[src/rtl/codir_octet_rx.sv]
module codir_octet_rx #(
  parameter int OCT_W      = 8,
  parameter int MISS_LIMIT = 8
) (
  input  logic clk,
  input  logic rst_n,
  input  logic rail_p_n,
  input  logic rail_m_n,
  input  logic rec_tick,
  input  logic slot_tick,
  input  logic env_a,
  input  logic env_b,
  input  logic env_pick_a,
  input  logic guard_n,
  input  logic force_ones,
  output logic pcm_out,
  output logic repeat_flag,
  output logic delete_flag,
  output logic octet_alarm
);
  localparam int CW = $clog2(OCT_W);
  localparam int BW = $clog2(OCT_W + 1);
  localparam int MW = $clog2(MISS_LIMIT + 1);

  logic             phase, s1, last_pol, have_prev, prev_blk;
  logic [CW-1:0]    pos_cnt;
  logic [OCT_W-1:0] shf;
  logic [MW-1:0]    miss_cnt;
  logic [OCT_W-1:0] mem [2];
  logic [1:0]       blk, fresh;
  logic             wsel, rsel, env_q;
  logic [BW-1:0]    bcnt;

  logic pol_now, bit_now, viol, at_last, oct_end, missed, env_sel, start, newest, pick;
  logic [OCT_W-1:0] new_oct;
  logic [BW-1:0]    idx;
  logic [CW-1:0]    bit_sel;

  assign pol_now = !rail_p_n ? 1'b1 : (!rail_m_n ? 1'b0 : last_pol);
  assign bit_now = s1 ^ pol_now;
  assign viol    = have_prev && (s1 == prev_blk);
  assign at_last = pos_cnt == CW'(OCT_W - 1);
  assign oct_end = rec_tick && phase && (viol || at_last);
  assign missed  = oct_end && !viol;
  assign new_oct = {shf[OCT_W-2:0], bit_now};

  assign env_sel = env_pick_a ? env_a : env_b;
  assign start   = slot_tick && env_sel && !env_q;
  assign newest  = ~wsel;
  assign pick    = (start && fresh[newest]) ? newest : rsel;
  assign idx     = start ? '0 : bcnt;
  assign bit_sel = CW'(OCT_W - 1) - idx[CW-1:0];

  assign octet_alarm = miss_cnt == MW'(MISS_LIMIT);

  always_ff @(posedge clk or negedge rst_n) begin
    if (!rst_n) begin
      phase <= 1'b0; s1 <= 1'b0; last_pol <= 1'b0;
      have_prev <= 1'b0; prev_blk <= 1'b0;
      pos_cnt <= '0; shf <= '0; miss_cnt <= '0;
    end else if (rec_tick) begin
      last_pol <= pol_now;
      phase    <= ~phase;
      if (!phase) s1 <= pol_now;
      else begin
        have_prev <= 1'b1;
        prev_blk  <= s1;
        shf       <= new_oct;
        pos_cnt   <= oct_end ? '0 : pos_cnt + 1'b1;
        if (oct_end && viol && at_last) miss_cnt <= '0;
        else if (missed && !octet_alarm) miss_cnt <= miss_cnt + 1'b1;
      end
    end
  end

  always_ff @(posedge clk or negedge rst_n) begin
    if (!rst_n) begin
      for (int i = 0; i < 2; i++) mem[i] <= '1;
      blk <= '0; fresh <= '0; wsel <= 1'b0; rsel <= 1'b0;
      repeat_flag <= 1'b0; delete_flag <= 1'b0;
    end else begin
      if (start) begin
        rsel        <= pick;
        repeat_flag <= !fresh[newest];
        fresh[newest] <= 1'b0;
      end
      if (oct_end) begin
        mem[wsel]   <= new_oct;
        blk[wsel]   <= missed && !guard_n;
        fresh[wsel] <= 1'b1;
        fresh[~wsel] <= 1'b0;
        delete_flag <= fresh[~wsel];
        wsel        <= ~wsel;
      end
    end
  end

  always_ff @(posedge clk or negedge rst_n) begin
    if (!rst_n) begin
      env_q <= 1'b0; bcnt <= '0; pcm_out <= 1'b1;
    end else if (slot_tick) begin
      env_q <= env_sel;
      if (env_sel) begin
        pcm_out <= (force_ones || blk[pick] || idx >= BW'(OCT_W)) ? 1'b1 : mem[pick][bit_sel];
        bcnt    <= (idx >= BW'(OCT_W)) ? idx : idx + 1'b1;
      end else begin
        pcm_out <= 1'b1;
        bcnt    <= '0;
      end
    end
  end
endmodule

[config.mk]
export PLATFORM = sky130hd
export DESIGN_NAME = codir_octet_rx
export DESIGN_NICKNAME = d
export VERILOG_FILES = /design/src/rtl/codir_octet_rx.sv
export SDC_FILE = /design/constraint.sdc
export NUM_CORES = 1
export LEC_CHECK = 0
export BUFFER_PORTS_ARGS = -buffer_cell sky130_fd_sc_hd__buf_2
export CAP_MARGIN = 40
export CELL_PAD_IN_SITES_DETAIL_PLACEMENT = 0
export CELL_PAD_IN_SITES_GLOBAL_PLACEMENT = 1
export CORE_MARGIN = 3
export CORE_UTILIZATION = 48
export CTS_CLUSTER_DIAMETER = 50
export DETAILED_ROUTE_END_ITERATION = 8
export GPL_TIMING_DRIVEN = 0
export PLACE_DENSITY_LB_ADDON = 0.2
export SLEW_MARGIN = 25
export SYNTH_ARGS = -nofsm -noshare
export SYNTH_HDL_FRONTEND = slang
export SYNTH_SLANG_ARGS = --single-unit
[constraint.sdc]
create_clock -name clk -period 2.25 [get_ports clk]
set_input_delay 0.3375 -clock clk [delete_from_list [all_inputs] [get_ports clk]]
set_output_delay 0.3375 -clock clk [all_outputs]
set_load 0.05 [all_outputs]
==> impl_metrics.json <==
{
  "ctsResizeCount": 0,
  "grt_pass1_vias": 1581,
  "cts_buffer_depth": 2,
  "rsz0062_at_grt": "no",
  "arrival_ps": 2060,
  "drtIter0Drc": 115,
  "insertion_delay_ps": 300,
  "die_height_um": 76.9,
  "max_freq_ghz": 0.546,
  "nets": 245,
  "place.gp.congestion": 0.820,
  "antenna_cells": 0,
  "h-tree-depth": 2,
  "core_mm2": 0.00479,
  "worstMarginPinSlew_ps": 501,
  "crit_chain": "xnor2_1 > and2_2 > nor2_4 > nor3_4 > mux2_2",
  "cts_root_buf": "clkbuf_8",
  "outcome": "finished, violations left",
  "dp_slack_ps": 344,
  "synthTopCellsByCount": "dfrtp_1, mux2_2, dfstp_2, nand2_1, o21ai_0",
  "cts_tree": "built",
  "grt-ovfl-total": 0,
  "row_count": 25,
  "cts_setup_buffers": 0,
  "yosysSeqAreaShare_pct": 51.7,
  "maxSlewHeadroom_pct": 66.6,
  "final.setup.worst_slack_ps": 418,
  "irDropWorstVdd_mv": 0.530,
  "setup_viol_count_final": 0,
  "synth_edf_count": 0,
  "finalHoldViolCount": 4,
  "start_util_pct": 50.4,
  "end_kind": "flop",
  "max_stage_delay_ps": 430,
  "cp_max_fo": 9,
  "syn_area_mm2": 0.00241,
  "synth_ff_type": "dfrtp_1",
  "grt_util_all_layers_pct": 16.9,
  "grt_pass1_wl_um": 7900,
  "final_layout_size_suffix_gt1_share_pct": 35.2,
  "grt_antenna_before_repair": 0,
  "synth_top_area_share_pct": 33.2,
  "min_period_ps": 1830,
  "ys_ff_latch": 49,
  "areaGrowthSynthToFinish_pct": 10.7,
  "fin_util_pct": 55.8,
  "start_kind": "flop",
  "cts_hold_buffers": 0,
  "min_path_type": "in2async",
  "die-area_mm2": 0.00591,
  "ios": 15,
  "hpwl_um": 3280,
  "avgRoutedWirePerCell_um": 14.8,
  "routed_wl_um": 4390,
  "syn_area_per_cell_um2": 11.6,
  "violations": "negative hold slack",
  "cts_sinks": 49,
  "required_ps": 2480,
  "grt_max_degree": 29,
  "drc": 0,
  "vias": 1593,
  "numCtsBuffers": 5,
  "p_leak_nw": 1.13,
  "yosys-top-cells-area": "dfrtp_1, dfstp_2, mux2_2",
  "die-width_um": 76.9,
  "final_max_slew_viol_count": 0,
  "holdWs_ps": -6.27,
  "synthArstFlopShare_pct": 100,
  "critical_path.top_delay_family": "simple AND/OR/NAND/NOR gates",
  "fin_skew_ps": 7.09,
  "drt-pass1-iter-count": 4,
  "yosysTopAreaCell": "dfrtp_1",
  "slowest_stage": "dfrtp_1",
  "crit_buf_inv": 0,
  "portBuffers": 14,
  "ant_nets": 0,
  "syn_nets": 223,
  "timing.final.crit_share_pct": 81.4,
  "ys_types": 50,
  "yosysMostFrequentCell": "dfrtp_1",
  "cap_viol_max_count": 0,
  "setup_tns_ps": 0,
  "netlist_instances": 207,
  "path_class": "reg2reg",
  "yosys_warnings": 0,
  "p_per_area_mw_per_mm2": 1270,
  "post_drt_via_cell_ratio": 5.36,
  "clkTransAtPathRegs_ps": 90
}
-- sequential cells by signal (all words and copies together) (netlist names), 2 cells and up, named ones only --
signal,flops
pos_cnt,3
bcnt,4
blk,2
mem,16
shf,7
miss_cnt,4
-- cells by family (layout without fill, tap and decap cells) --
group,count (synthesis),count (layout),share of synthesized area [%]
compound gates,44,44,11.8
xor+xnor,4,4,1.45
fa+ha+maj,5,5,2.59
buf+inv,17,40,3.06
flops,49,49,51.7
mux,33,33,15.8
simple gates,55,55,13.5
-- area by class of cell --
type | instances | area (um^2)
Clock inverter | 1 | 7.51
Buffer | 7 | 36.3
Sequential cell | 49 | 1250
Multi-Input combinational cell | 141 | 1090
Clock buffer | 7 | 76.3
Timing Repair Buffer | 15 | 90.1
Tap cell | 67 | 83.8
Fill cell | 412 | 2120
Inverter | 10 | 37.5
-- cell usage in the layout, fill, tap and decap left out, types with 2 or more instances in the layout --
master and n:
xnor2_1 3, dfstp_2 17, o21ai_0 13, mux2_2 28
nand2_1 17, o22ai_1 2, nand2b_1 5, and2_1 2
dfrtp_1 32, a21oi_1 9, ha_1 5, nand3_1 3
clkbuf_8 5, a31oi_1 4, mux2i_1 3, clkbuf_1 6
buf_2 16, a21o_1 2, inv_1 10, o22a_1 2
nor2_1 12, o31ai_1 2, a22o_1 2
-- final timing paths --
kind                        startpoint     endpoint  cells past startpoint  slack, ps
max in group asynchronous        rst_n      mem[11]                      2       1660
min in group clk              rail_p_n     last_pol                      2        230
max                                 s1      mem[11]                      5        420
max reg2reg                         s1      mem[11]                      5        420
min                              rst_n  miss_cnt[3]                      1         -6
min reg2reg                miss_cnt[3]  miss_cnt[3]                      1        480
-- per-stage QoR --
step	std cells	total power [mW]	area, um^2
after floorplan	207	2.59	2410
after global placement	288	2.83	2560
after detailed placement	289	2.92	2580
after CTS	297	3.42	2670
after global routing	297	3.64	2670
final	297	3.39	2670
-- metal layers --
layer	up-vias	part of all wire [%]	GRT usage, %
met5	-	0	0
met4	0	1.3	4.89
met3	6	3.6	4.69
met2	23	48	25.5
met1	791	47	23.8
li1	773	-	-
-- worst reg2reg max path: stages, from the launching register on --
cell and delay (ps):
dfrtp_1 430, xnor2_1 230, and2_2 230, nor2_4 70, nor3_4 400, mux2_2 400
-- where the power goes --
group	leakage [nW]	switching, mW	internal [mW]
registers	0.568	0.238	1.34
clock network	0.0385	0.285	0.220
logic	0.521	0.686	0.622
Power figures use the tool's default switching activity.
